## src/rtl/clkdiv_pkg.sv

```systemverilog
package clkdiv_pkg;

  typedef enum logic [1:0] {
    ST_IDLE,
    ST_ISSUE,
    ST_WAIT,
    ST_FINISH
  } srch_state_e;

  localparam logic MODE_BAUD  = 1'b0;
  localparam logic MODE_DELAY = 1'b1;

  // prescaler value for a table index
  function automatic logic [31:0] pre_val(input logic mode, input logic [31:0] idx);
    if (mode == MODE_BAUD && idx == 32'd0) return 32'd2;
    return 32'd2 * idx + 32'd1;
  endfunction

  // scaler value for a table index; baud ladder starts 2,4,6,8
  function automatic logic [31:0] scl_val(input logic mode, input logic [31:0] idx);
    if (mode == MODE_DELAY) return 32'd1 << (idx + 32'd1);
    if (idx < 32'd3) return 32'd2 * idx + 32'd2;
    return 32'd1 << idx;
  endfunction

endpackage

```

## src/rtl/clkdiv_table.sv

```systemverilog
module clkdiv_table
  import clkdiv_pkg::*;
#(
  parameter int W     = 32,
  parameter int PRE_W = 2,
  parameter int SCL_W = 4
) (
  input  logic             mode_i,
  input  logic [PRE_W-1:0] pre_idx_i,
  input  logic [SCL_W-1:0] scl_idx_i,
  output logic [W-1:0]     divisor_o
);

  logic [31:0] pre_v;
  logic [31:0] scl_v;
  logic [63:0] prod;

  always_comb begin
    pre_v     = pre_val(mode_i, 32'(pre_idx_i));
    scl_v     = scl_val(mode_i, 32'(scl_idx_i));
    prod      = 64'(pre_v) * 64'(scl_v);
    divisor_o = W'(prod);
  end

endmodule

```

## src/rtl/clkdiv_divider.sv

```systemverilog
module clkdiv_divider #(
  parameter int W = 32
) (
  input  logic         clk_i,
  input  logic         rst_ni,
  input  logic         start_i,
  input  logic [W-1:0] dividend_i,
  input  logic [W-1:0] divisor_i,
  output logic         busy_o,
  output logic         done_o,
  output logic [W-1:0] quot_o
);

  localparam int CNT_W = $clog2(W + 1);

  logic [W-1:0]     rem_q;
  logic [W-1:0]     quo_q;
  logic [CNT_W-1:0] cnt_q;
  logic [W:0]       shifted;
  logic [W:0]       diff;
  logic             ge;

  always_comb begin
    shifted = {rem_q, quo_q[W-1]};
    ge      = shifted >= {1'b0, divisor_i};
    diff    = shifted - {1'b0, divisor_i};
  end

  always_ff @(posedge clk_i or negedge rst_ni) begin
    if (!rst_ni) begin
      rem_q  <= '0;
      quo_q  <= '0;
      cnt_q  <= '0;
      busy_o <= 1'b0;
      done_o <= 1'b0;
    end else begin
      done_o <= 1'b0;
      if (start_i && !busy_o) begin
        rem_q  <= '0;
        quo_q  <= dividend_i;
        cnt_q  <= CNT_W'(W);
        busy_o <= 1'b1;
      end else if (busy_o) begin
        rem_q <= ge ? diff[W-1:0] : shifted[W-1:0];
        quo_q <= {quo_q[W-2:0], ge};
        cnt_q <= cnt_q - 1'b1;
        if (cnt_q == CNT_W'(1)) begin
          busy_o <= 1'b0;
          done_o <= 1'b1;
        end
      end
    end
  end

  assign quot_o = quo_q;

  a_r3_done_after_busy: assert property (@(posedge clk_i) disable iff (!rst_ni)
    $rose(done_o) |-> $past(busy_o));

endmodule

```

## src/rtl/clkdiv_search.sv

```systemverilog
module clkdiv_search
  import clkdiv_pkg::*;
#(
  parameter int W       = 32,
  parameter int NUM_PRE = 4,
  parameter int NUM_SCL = 16
) (
  input  logic                       clk_i,
  input  logic                       rst_ni,
  input  logic                       start_i,
  input  logic                       mode_i,
  input  logic [W-1:0]               mod_clk_i,
  input  logic [W-1:0]               target_i,
  output logic                       busy_o,
  output logic                       done_o,
  output logic                       err_o,
  output logic [$clog2(NUM_PRE)-1:0] pre_idx_o,
  output logic [$clog2(NUM_SCL)-1:0] scl_idx_o,
  output logic [W-1:0]               freq_o
);

  localparam int PRE_W = $clog2(NUM_PRE);
  localparam int SCL_W = $clog2(NUM_SCL);
  localparam logic [PRE_W-1:0] PRE_LAST = PRE_W'(NUM_PRE - 1);
  localparam logic [SCL_W-1:0] SCL_LAST = SCL_W'(NUM_SCL - 1);

  srch_state_e      state_q;
  logic             mode_q;
  logic [W-1:0]     clk_q, tgt_q;
  logic [PRE_W-1:0] pi_q, best_pi_q;
  logic [SCL_W-1:0] si_q, best_si_q;
  logic [W-1:0]     best_q;
  logic             found_q;

  logic [W-1:0] divisor;
  logic         div_busy, div_done;
  logic [W-1:0] div_q;
  logic         fits, better;

  clkdiv_table #(.W(W), .PRE_W(PRE_W), .SCL_W(SCL_W)) table_i (
    .mode_i    (mode_q),
    .pre_idx_i (pi_q),
    .scl_idx_i (si_q),
    .divisor_o (divisor)
  );

  clkdiv_divider #(.W(W)) div_i (
    .clk_i      (clk_i),
    .rst_ni     (rst_ni),
    .start_i    (state_q == ST_ISSUE),
    .dividend_i (clk_q),
    .divisor_i  (divisor),
    .busy_o     (div_busy),
    .done_o     (div_done),
    .quot_o     (div_q)
  );

  assign fits   = div_q <= tgt_q;
  assign better = !found_q || (div_q > best_q);
  assign busy_o = (state_q != ST_IDLE);

  always_ff @(posedge clk_i or negedge rst_ni) begin
    if (!rst_ni) begin
      state_q   <= ST_IDLE;
      mode_q    <= MODE_BAUD;
      clk_q     <= '0;
      tgt_q     <= '0;
      pi_q      <= '0;
      si_q      <= '0;
      best_q    <= '0;
      best_pi_q <= '0;
      best_si_q <= '0;
      found_q   <= 1'b0;
      done_o    <= 1'b0;
      err_o     <= 1'b0;
      pre_idx_o <= '0;
      scl_idx_o <= '0;
      freq_o    <= '0;
    end else begin
      done_o <= 1'b0;
      unique case (state_q)
        ST_IDLE: if (start_i) begin
          mode_q    <= mode_i;
          clk_q     <= mod_clk_i;
          tgt_q     <= target_i;
          pi_q      <= '0;
          si_q      <= '0;
          best_q    <= '0;
          best_pi_q <= '0;
          best_si_q <= '0;
          found_q   <= 1'b0;
          state_q   <= (mod_clk_i == '0) ? ST_FINISH : ST_ISSUE;
        end
        ST_ISSUE: state_q <= ST_WAIT;
        ST_WAIT: if (div_done) begin
          // first fitting scaler closes this prescaler's scan
          if (fits || si_q == SCL_LAST) begin
            if (fits && better) begin
              best_q    <= div_q;
              best_pi_q <= pi_q;
              best_si_q <= si_q;
              found_q   <= 1'b1;
            end
            si_q <= '0;
            if (pi_q == PRE_LAST) begin
              state_q <= ST_FINISH;
            end else begin
              pi_q    <= pi_q + 1'b1;
              state_q <= ST_ISSUE;
            end
          end else begin
            si_q    <= si_q + 1'b1;
            state_q <= ST_ISSUE;
          end
        end
        ST_FINISH: begin
          done_o    <= 1'b1;
          err_o     <= !found_q;
          freq_o    <= found_q ? best_q : '0;
          pre_idx_o <= found_q ? best_pi_q : '0;
          scl_idx_o <= found_q ? best_si_q : '0;
          state_q   <= ST_IDLE;
        end
        default: state_q <= ST_IDLE;
      endcase
    end
  end

  // quotient from the shared divider is the truncated ratio
  a_r3_trunc_quotient: assert property (@(posedge clk_i) disable iff (!rst_ni)
    (div_done && state_q == ST_WAIT) |->
      ((64'(div_q) * 64'(divisor) <= 64'(clk_q)) &&
       (64'(clk_q) - 64'(div_q) * 64'(divisor) < 64'(divisor))));

  a_r8_done_single: assert property (@(posedge clk_i) disable iff (!rst_ni)
    done_o |=> !done_o);

  a_r8_done_idle: assert property (@(posedge clk_i) disable iff (!rst_ni)
    done_o |-> !busy_o);

  a_r8_hold_result: assert property (@(posedge clk_i) disable iff (!rst_ni)
    !busy_o |=> ($stable(freq_o) && $stable(err_o) && $stable(pre_idx_o) && $stable(scl_idx_o)));

  a_r6_err_zero_freq: assert property (@(posedge clk_i) disable iff (!rst_ni)
    (done_o && err_o) |-> (freq_o == '0));

  a_r10_not_above: assert property (@(posedge clk_i) disable iff (!rst_ni)
    (done_o && !err_o) |-> (freq_o <= tgt_q));

  a_r9_capture_held: assert property (@(posedge clk_i) disable iff (!rst_ni)
    busy_o |=> ($stable(tgt_q) && $stable(clk_q) && $stable(mode_q)));

endmodule

```

## config.mk

```make
export PLATFORM = sky130hd
export DESIGN_NAME = clkdiv_search
export DESIGN_NICKNAME = d
export VERILOG_FILES = /design/src/rtl/clkdiv_pkg.sv /design/src/rtl/clkdiv_table.sv /design/src/rtl/clkdiv_divider.sv /design/src/rtl/clkdiv_search.sv
export SDC_FILE = /design/constraint.sdc
export NUM_CORES = 1
export LEC_CHECK = 0
export BUFFER_PORTS_ARGS = -buffer_cell sky130_fd_sc_hd__buf_2
export CAP_MARGIN = 20
export CORE_ASPECT_RATIO = 1.2
export CORE_MARGIN = 5
export CORE_UTILIZATION = 45
export CTS_CLUSTER_DIAMETER = 30
export DETAILED_ROUTE_END_ITERATION = 7
export GPL_TIMING_DRIVEN = 0
export HOLD_SLACK_MARGIN = 0.02
export PLACE_DENSITY = 0.7
export REMOVE_ABC_BUFFERS = 1
export SYNTH_ARGS = -nofsm -noshare
export SYNTH_HDL_FRONTEND = slang
export SYNTH_SLANG_ARGS = --single-unit
```

## constraint.sdc

```tcl
create_clock -name clk_i -period 10.8 [get_ports clk_i]
set_input_delay 2.16 -clock clk_i [delete_from_list [all_inputs] [get_ports clk_i]]
set_output_delay 2.16 -clock clk_i [all_outputs]
set_load 0.05 [all_outputs]
```

==> results of run 1 <==
==> through the flow <==
stage               instances  setup TNS, ps  hold WS [ps]
floorplan                1833              0         449.8
global placement         2467          -5102         445.9
detailed placement       2479              0         454.2
CTS                      2567              0         465.0
global route             2567              0         481.7
finish                   2567              0         458.1
==> worst register-to-register path: cells and delay by family, from the launching register on <==
kind / cells / cell delay [ps]
AO/OA/AOI/OAI: 11 / 3390
adder cells (fa/ha/maj): 10 / 3050
buffers and inverters: 5 / 890
XOR/XNOR: 1 / 250
AND/OR/NAND/NOR: 7 / 1870
flip-flops: 1 / 480
==> worst paths after layout <==
| kind | endpoint | cells past startpoint | startpoint |
|---|---|---|---|
| max reg2reg | div_i.rem_q[13] | 34 | pi_q[0] |
| min | freq_o[20] | 2 | freq_o[20] |
| max | div_i.rem_q[13] | 34 | pi_q[0] |
| min reg2reg | freq_o[20] | 2 | freq_o[20] |
| min in group asynchronous | tgt_q[18] | 1 | rst_ni |
| max in group asynchronous | scl_idx_o[2] | 2 | rst_ni |
==> kinds of logic after synthesis <==
| logic type | Yosys count | share of synthesized area |
|---|---|---|
| mux | 114 | 0.07121 |
| fa+ha+maj | 331 | 0.2476 |
| xor+xnor | 57 | 0.02850 |
| flops | 224 | 0.3200 |
| compound gates | 372 | 0.1363 |
| buf+inv | 250 | 0.05564 |
| simple gates | 540 | 0.1404 |
| other cells | 2 | 0.0004287 |
==> cells in the mapped netlist, types with 8 or more instances <==
master	number
ha_1	305
nand2_1	228
dfrtp_1	224
inv_1	177
nor2_1	121
a21oi_1	99
o21ai_0	97
mux2_2	69
nand3_1	64
clkbuf_1	56
a21o_1	46
mux2i_1	41
xnor2_1	30
xor2_1	27
fa_1	26
nand4_1	21
nand2b_1	17
a22oi_1	14
a32oi_1	14
nor3_1	14
and3_1	13
nor2b_1	13
o21a_1	12
a22o_1	11
a211oi_1	10
and2_1	10
nor4_1	10
o211ai_1	9
buf_1	8
or2_2	8
==> power breakdown <==
part           switching [W]  internal, W
Combinational       0.000643     0.000347
Sequential         0.0000581     0.000920
Clock               0.000498     0.000968
==> area by class of cell <==
class,count,area (µm²)
clock buffers,56,1230
repair buffers,120,793.3
inverters,177,664.4
flip-flops and latches,224,5610
multi-input cells,1432,11020
clock inverters,32,405.4
fillers,3451,18260
well taps,526,658.1
==> registers in the layout, summed over array words and instances, names as in the netlist <==
name	cells
best_pi_q	2
best_q	32
best_si_q	4
clk_q	32
div_i.busy_o	1
div_i.cnt_q	6
div_i.done_o	1
div_i.quot_o	32
div_i.rem_q	32
done_o	1
err_o	1
found_q	1
freq_o	32
mode_q	1
pi_q	2
pre_idx_o	2
scl_idx_o	4
si_q	4
state_q	2
tgt_q	32
==> metal layers <==
layer,vias to the layer above,wire (µm),part of all wire,track usage
li1,6837,-,-,-
met1,6820,17170,0.41,0.2258
met2,306,21170,0.51,0.3521
met3,95,1783,0.043,0.02907
met4,0,1530,0.037,0.06979
met5,-,0,0,0
==> cells in the final DEF (no fill, tap or decap), drive strengths merged, types with 46 or more instances in the layout <==
| master | Yosys | routed |
|---|---|---|
| o21ai | 102 | 102 |
| nand3 | 64 | 64 |
| mux2 | 73 | 73 |
| inv | 177 | 183 |
| clkbuf | 56 | 56 |
| nand2 | 228 | 228 |
| a21o | 46 | 46 |
| buf | 17 | 120 |
| ha | 305 | 305 |
| a21oi | 100 | 100 |
| dfrtp | 224 | 224 |
| nor2 | 121 | 121 |
==> what timing repair did <==
action                                  CTS  global route
endpoints found under the setup margin    0            11
gates resized for setup                   0             3
buffers inserted                          0             0
==> results.sh, run 1 <==
export IMPL_cap_violations=0
export IMPL_cts_root_buf="clkbuf_16"
export IMPL_hp_class="register to register"
export IMPL_final_cell_area_um2=20380
export IMPL_synth_area_leaders="dfrtp_1 32%, ha_1 22%, nand2_1 4.9%, mux2_2 4.4%, inv_1 3.8%"
export IMPL_cp_num_buf_inv=5
export IMPL_synthesis_area_um2=17520
export IMPL_tritoncts="yes"
export IMPL_cpPeakStageDelay_ps=640
export IMPL_synth_edff_count=0
export IMPL_final_util=0.5274
export IMPL_drc_errors=0
export IMPL_setup_worst_path_start_class="register"
export IMPL_num_rows=79
export IMPL_synth_top_area_cell="dfrtp_1"
export IMPL_crit_top_cell="ha_1"
export IMPL_place_hpwl_um=31210
export IMPL_worstMarginPinSlew_ps=1025
export IMPL_clk_latency_ps=560
export IMPL_yosys_area_top_type_share=0.3200
export IMPL_ioPinCount=109
export IMPL_skew_ps=34.30
export IMPL_yosysSeqAreaShare=0.3200
export IMPL_cts_sinks=224
export IMPL_dp_slack_ps=280.5
export IMPL_drive_gt1_frac=0.1494
export IMPL_fin_ws_ps=742.2
export IMPL_crit_required_ps=11220
export IMPL_syn_inst=1890
export IMPL_yosysUniqueCellTypes=71
export IMPL_coreArea_um2=38650
export IMPL_setup_violations=0
export IMPL_cts_made_buffers=47
export IMPL_num_antenna_cells=0
export IMPL_synth_flop_cell="dfrtp_1"
export IMPL_syn_avg_cell_area_um2=9.268
export IMPL_crit_family="compound AO/OA/AOI/OAI gates"
export IMPL_cp_slowest_cell="a21boi_2"
export IMPL_port_buffers=108
export IMPL_critical_path_class="register to register"
export IMPL_grt_pass1_wl_um=68680
export IMPL_ir_worst_vdd_mv=0.1168
export IMPL_grtUsageTotal=0.1915
export IMPL_fin_crit_sh=0.9313
export IMPL_slew_headroom=0.3105
export IMPL_via_count=14060
export IMPL_path_clk_slew_ps=50
export IMPL_gp_congestion=0.9006
export IMPL_rsz0062_at_grt="false"
export IMPL_grt_max_degree=80
export IMPL_p_total_w=0.003435
export IMPL_initial_core_util=0.4532
export IMPL_grt_pass1_vias=14270
export IMPL_viasPerCell=5.476
export IMPL_r2r_slack_ps=740
export IMPL_drt_total_wl_um=41650
export IMPL_finalHoldViolations=0
export IMPL_overflow=0
export IMPL_end_kind="register"
export IMPL_die_w_um=190.1
export IMPL_p_leak_nw=11.79
export IMPL_fin_crit_ps=10060
export IMPL_cp_arrival_ps=10470
export IMPL_postRouteAntennaNets=0
export IMPL_powerDensity_nw_per_um2=168.5
export IMPL_area_growth_pct=16.37
export IMPL_die_h_um=226.1
export IMPL_max_freq_ghz=0.09943
export IMPL_hold_buffers=0
export IMPL_cts_buffer_depth=3
export IMPL_critPathMaxFanout=18
export IMPL_ys_ff_latch=224
export IMPL_wl_per_cell_um=16.22
export IMPL_die_area_um2=42990
export IMPL_final_max_slew_viol_count=0
export IMPL_place_area_um2=18740
export IMPL_drtIter0Drc=602
export IMPL_async_flop_share=1.000
export IMPL_dr_pass1_iters=6
export IMPL_outcome="finished, final reports clean"
export IMPL_synth_warnings=0
export IMPL_layout_nets=2401
export IMPL_h_tree_depth=2
export IMPL_antenna_found_initial=0
Power figures use the tool's default switching activity.
==> run 2: changes to the inputs <==
Settings changed: ABC_AREA from default to 1.
==> results.sh, run 2 <==
export IMPL_finalHoldViolations=0
export IMPL_hold_path_depth=2
export IMPL_final_cell_mix="595 x nand2_1, 343 x inv_1, 305 x ha_1"
export IMPL_viasPerCell=5.340
export IMPL_outcome="finished, final reports clean"
export IMPL_clk_latency_ps=590
export IMPL_max_freq_ghz=0.1106
export IMPL_fin_tns_setup_ps=0
export IMPL_p_leak_nw=11.75
export IMPL_hp_start="clk_q[0]"
export IMPL_whs_ps=473.0
export IMPL_rsz0062_at_grt="false"
export IMPL_coreArea_um2=40640
export IMPL_layout_nets=2919
export IMPL_h_tree_depth=2
export IMPL_num_rows=81
export IMPL_ir_worst_vdd_mv=0.1655
export IMPL_gp_congestion=0.9130
export IMPL_synth_edff_count=0
export IMPL_ioPinCount=109
export IMPL_setup_violations=0
export IMPL_powerDensity_nw_per_um2=127.9
export IMPL_ff2ff_path_depth=37
export IMPL_via_count=16540
export IMPL_grt_pass1_wl_um=82610
export IMPL_initial_core_util=0.4543
export IMPL_async_flop_share=1.000
export IMPL_synth_area_leaders="dfrtp_1 30%, ha_1 21%, nand2_1 12%, inv_1 7.0%, nand3_1 4.2%"
export IMPL_path_clk_slew_ps=50
export IMPL_cap_violations=0
export IMPL_grtUsageTotal=0.2189
export IMPL_end_kind="register"
export IMPL_final_common_cell="nand2_1"
export IMPL_antenna_found_initial=0
export IMPL_wl_per_cell_um=16.15
export IMPL_tritoncts="yes"
export IMPL_drc_errors=0
export IMPL_fillers=3910
export IMPL_fin_crit_ps=9041
export IMPL_syn_inst=2411
export IMPL_slew_headroom=0.3346
export IMPL_drtIter0Drc=944
export IMPL_cpPeakStageDelay_ps=510
export IMPL_crit_required_ps=11260
export IMPL_drt_total_wl_um=50020
export IMPL_hp_class="register to register"
export IMPL_die_h_um=231.9
export IMPL_syn_avg_cell_area_um2=7.657
export IMPL_cts_sinks=224
export IMPL_seq_area_um2=5605
export IMPL_ys_ff_latch=224
export IMPL_cts_setup_buffers=0
export IMPL_area_growth_pct=15.42
export IMPL_synth_flop_cell="dfrtp_1"
export IMPL_crit_top_cell="nand2_1"
export IMPL_cts_buffer_depth=3
export IMPL_synth_most_common_cell="nand2_1"
export IMPL_synthesis_area_um2=18460
export IMPL_cts_resized=0
export IMPL_critical_path_class="register to register"
export IMPL_port_buffers=108
export IMPL_worstMarginPinSlew_ps=997.0
export IMPL_drive_gt1_frac=0.09379
export IMPL_grt_max_degree=118
export IMPL_overflow=0
export IMPL_final_max_slew_viol_count=0
export IMPL_hold_buffers=0
export IMPL_cts_root_buf="clkbuf_16"
export IMPL_r2r_slack_ps=1760
export IMPL_die_area_um2=45190
export IMPL_critPathMaxFanout=33
export IMPL_dr_pass1_iters=6
export IMPL_p_total_w=0.002725
export IMPL_num_antenna_cells=0
export IMPL_die_w_um=194.9
export IMPL_grt_pass1_vias=16820
export IMPL_postRouteAntennaNets=0
export IMPL_yosys_area_top_type_share=0.3036
export IMPL_yosysUniqueCellTypes=55
export IMPL_multi_input_area_um2=11250
export IMPL_fin_crit_sh=0.8371
export IMPL_skew_ps=19.86
export IMPL_cp_arrival_ps=9500
export IMPL_place_hpwl_um=37740
export IMPL_setup_worst_path_start_class="register"
export IMPL_reg2reg_from="mode_q"
export IMPL_cts_made_buffers=49
export IMPL_yosysSeqAreaShare=0.3036
export IMPL_synth_top_area_cell="dfrtp_1"
export IMPL_cp_slowest_cell="fa_1"
export IMPL_critPathLaunch="mode_q"
export IMPL_synth_warnings=0
export IMPL_synthTopCellsByCount="598 x nand2_1, 344 x inv_1, 305 x ha_1"
==> run 2: changes by cell type after synthesis, moves of 13 or more <==
cell,delta
nand4_1,+46
clkbuf_1,-13
inv_1,+167
o21ai_0,+57
nand2b_1,-16
a21o_1,-41
nand2_1,+370
mux2i_1,-41
nor2_1,+51
a22oi_1,-13
nor2b_1,-13
o221ai_1,+30
nand3_1,+90
mux2_2,-69
==> run 2: per-stage QoR <==
step                std cells  utilization  setup slack (ps)  cell area, µm²
detailed placement       3007       0.4816              1733           19570
global placement         2999       0.4764             756.3           19360
global route             3098       0.5243              1044           21310
floorplan                2352            -              3705           18150
CTS                      3097       0.5239              1703           21290
finish                   3098       0.5243              1759           21310
==> run 2: where the power goes <==
group	total, W	internal (W)	switching, W
registers	0.000861	0.000855	0.00000615
clock network	0.00154	0.00101	0.000526
logic	0.000327	0.000120	0.000207
total	0.00273	0.00199	0.000740
==> run 2: layer usage <==
| metal | up-vias | part of all wire | global-route usage | routed length, µm |
|---|---|---|---|---|
| li1 | 8181 | - | - | - |
| met1 | 7889 | 0.42 | 0.2602 | 20940 |
| met2 | 377 | 0.51 | 0.4022 | 25480 |
| met3 | 95 | 0.043 | 0.02960 | 2132 |
| met4 | 0 | 0.029 | 0.08119 | 1466 |
| met5 | - | 0 | 0 | 0 |
==> run 2: cell families after synthesis <==
| kind of cell | Yosys count | synth area share |
|---|---|---|
| buffers and inverters | 423 | 0.09102 |
| flip-flops | 224 | 0.3036 |
| other | 2 | 0.0004068 |
| XOR/XNOR | 48 | 0.02318 |
| AND/OR/NAND/NOR | 1047 | 0.2420 |
| AO/OA/AOI/OAI | 336 | 0.1048 |
| adder cells (fa/ha/maj) | 331 | 0.2349 |
==> run 2: worst max-delay path, delay by kind of cell (launching register included) <==
kind | cells | cell delay, ps
flops | 1 | 500
simple gates | 17 | 2870
buf+inv | 6 | 1510
fa+ha+maj | 10 | 3170
compound gates | 4 | 810
==> run 2: cell type report <==
| class | instances | share of cell area |
|---|---|---|
| sequential | 224 | 0.2631 |
| inverter | 348 | 0.06142 |
| clock buffer | 57 | 0.06230 |
| tap | 539 | 0.03165 |
| multi-input combinational | 1780 | 0.5281 |
| clock inverter | 33 | 0.01844 |
| timing repair buffer | 117 | 0.03500 |
==> run 2: path summary, 6_finish.rpt <==
path	to
worst max-delay path	div_i.rem_q[17]
worst min-delay path	clk_q[0]
worst max register to register	div_i.rem_q[17]
worst min register to register	clk_q[0]
max in group asynchronous	si_q[2]
min in group asynchronous	tgt_q[25]
==> run 3: changes to the inputs <==
Clock period 10.8 ns to 9.3 ns, I/O delays scaled along.
==> results.sh, run 3 (synthesis results as in run 2) <==
export IMPL_antenna_found_initial=0
export IMPL_fin_crit_sh=0.9315
export IMPL_crit_family="adder cells"
export IMPL_postRouteAntennaNets=0
export IMPL_cts_sinks=224
export IMPL_final_common_cell="nand2_1"
export IMPL_initial_core_util=0.4543
export IMPL_crit_cells=33
export IMPL_place_area_um2=19570
export IMPL_cp_arrival_ps=9090
export IMPL_layout_nets=2920
export IMPL_skew_ps=20.69
export IMPL_gp_congestion=0.9130
export IMPL_final_cell_mix="595 x nand2_1, 341 x inv_1, 305 x ha_1"
export IMPL_drc_errors=0
export IMPL_setup_violations=0
export IMPL_p_total_w=0.003163
export IMPL_critical_path_class="register to register"
export IMPL_place_hpwl_um=37740
export IMPL_ff2ff_path_depth=33
export IMPL_viasPerCell=5.332
export IMPL_fin_crit_ps=8663
export IMPL_die_h_um=231.9
export IMPL_cts_made_buffers=49
export IMPL_num_rows=81
export IMPL_ioPinCount=109
export IMPL_powerDensity_nw_per_um2=148.3
export IMPL_critPathLaunch="mode_q"
export IMPL_h_tree_depth=2
export IMPL_die_w_um=194.9
export IMPL_wl_per_cell_um=16.18
export IMPL_crit_top_cell="ha_1"
export IMPL_max_freq_ghz=0.1154
export IMPL_final_cell_area_um2=21340
export IMPL_cts_root_buf="clkbuf_16"
export IMPL_ir_worst_vdd_mv=0.1922
export IMPL_critPathMaxFanout=33
export IMPL_coreArea_um2=40640
export IMPL_cpPeakStageDelay_ps=510
export IMPL_port_buffers=108
export IMPL_overflow=0
export IMPL_via_count=16520
export IMPL_p_leak_nw=11.75
export IMPL_finalHoldViolations=0
export IMPL_clk_latency_ps=590
export IMPL_r2r_slack_ps=640
export IMPL_grtUsageTotal=0.2189
export IMPL_endpoint="div_i.quot_o[0]"
export IMPL_hold_path_depth=2
export IMPL_cp_num_buf_inv=4
export IMPL_final_max_slew_viol_count=0
export IMPL_r2r_end="div_i.quot_o[0]"
export IMPL_cp_slowest_cell="fa_1"
export IMPL_outcome="finished, final reports clean"
export IMPL_drtIter0Drc=1034
export IMPL_worstMarginPinSlew_ps=983.2
export IMPL_tritoncts="yes"
export IMPL_die_area_um2=45190
export IMPL_hp_class="register to register"
export IMPL_dr_pass1_iters=5
export IMPL_grt_pass1_vias=16820
export IMPL_rsz0062_at_grt="false"
export IMPL_cts_buffer_depth=3
export IMPL_setup_worst_path_start_class="register"
export IMPL_area_growth_pct=15.57
export IMPL_num_antenna_cells=0
export IMPL_drt_total_wl_um=50150
export IMPL_end_kind="register"
export IMPL_grt_max_degree=118
export IMPL_hold_buffers=0
export IMPL_cap_violations=0
export IMPL_drive_gt1_frac=0.09609
export IMPL_grt_pass1_wl_um=82610
export IMPL_reg2reg_from="mode_q"
export IMPL_path_clk_slew_ps=50
export IMPL_crit_required_ps=9720
export IMPL_slew_headroom=0.3438
run 3: changes by cell type in the layout (fill, tap and decap cells not counted):
cell        previous run  this run
clkinvlp_4             5         7
inv_1                343       341
nor2_1               170       168
clkinvlp_2             0         1
nor2_2                 5         6
nor2_4                 1         2
nor4_1                 8         7
nor4_2                 2         3
run 3: worst reg2reg max path, delay by kind of cell (launching register included):
family / cells / cell delay, ps
fa+ha+maj: 10 / 3190
buf+inv: 4 / 1000
simple gates: 10 / 2010
xor+xnor: 1 / 250
compound gates: 8 / 1560
flops: 1 / 490
run 3: metal layers:
metal | GRT usage | part of all wire | vias up
li1 | - | - | 8185
met1 | 0.2602 | 0.42 | 7892
met2 | 0.4022 | 0.51 | 354
met3 | 0.02960 | 0.042 | 93
met4 | 0.08119 | 0.029 | 0
met5 | 0 | 0 | -
run 3: how the worst min path moves through the flow:
stage	slack, ps	endpoint	start
2_1_floorplan	440	clk_q[0]	clk_q[0]
3_3_place_gp	460	clk_q[0]	clk_q[0]
3_5_place_dp	470	clk_q[0]	clk_q[0]
4_1_cts	480	clk_q[0]	clk_q[0]
5_1_grt	500	freq_o[12]	freq_o[12]
6_report	470	clk_q[0]	clk_q[0]
run 3: what timing repair did:
item | 4_1_cts | 5_1_grt
resized for setup | 0 | 6
endpoints found under the setup margin | 0 | 33
hold endpoints to repair | 0 | 0
buffers inserted | 0 | 0
run 3: through the flow:
stage | hold WS (ps) | worst slack (ps) | TNS [ps] | util | cells
after floorplan | 442.2 | 2205 | 0 | - | 2352
after global placement | 462.1 | -443.7 | -21840 | 0.4764 | 2999
after detailed placement | 465.3 | 232.9 | 0 | 0.4816 | 3007
after CTS | 476.2 | 202.6 | 0 | 0.5239 | 3097
after global routing | 496.8 | 2.975 | 0 | 0.5250 | 3099
final | 473.9 | 636.7 | 0 | 0.5250 | 3099
run 3: cell type report:
type                            count  area [µm²]
Timing Repair Buffer              117       745.7
Tap cell                          539       674.4
Multi-Input combinational cell   1780       11270
Clock buffer                       57        1328
Inverter                          348        1316
Clock inverter                     33       392.9
Timing Repair inverter              1       5.005
Fill cell                        3904       19300
Sequential cell                   224        5605
run 3: power by group:
part | internal [W] | switching, W
clock | 0.00117 | 0.000609
sequential | 0.000993 | 0.00000705
combinational | 0.000139 | 0.000241
total | 0.00231 | 0.000858
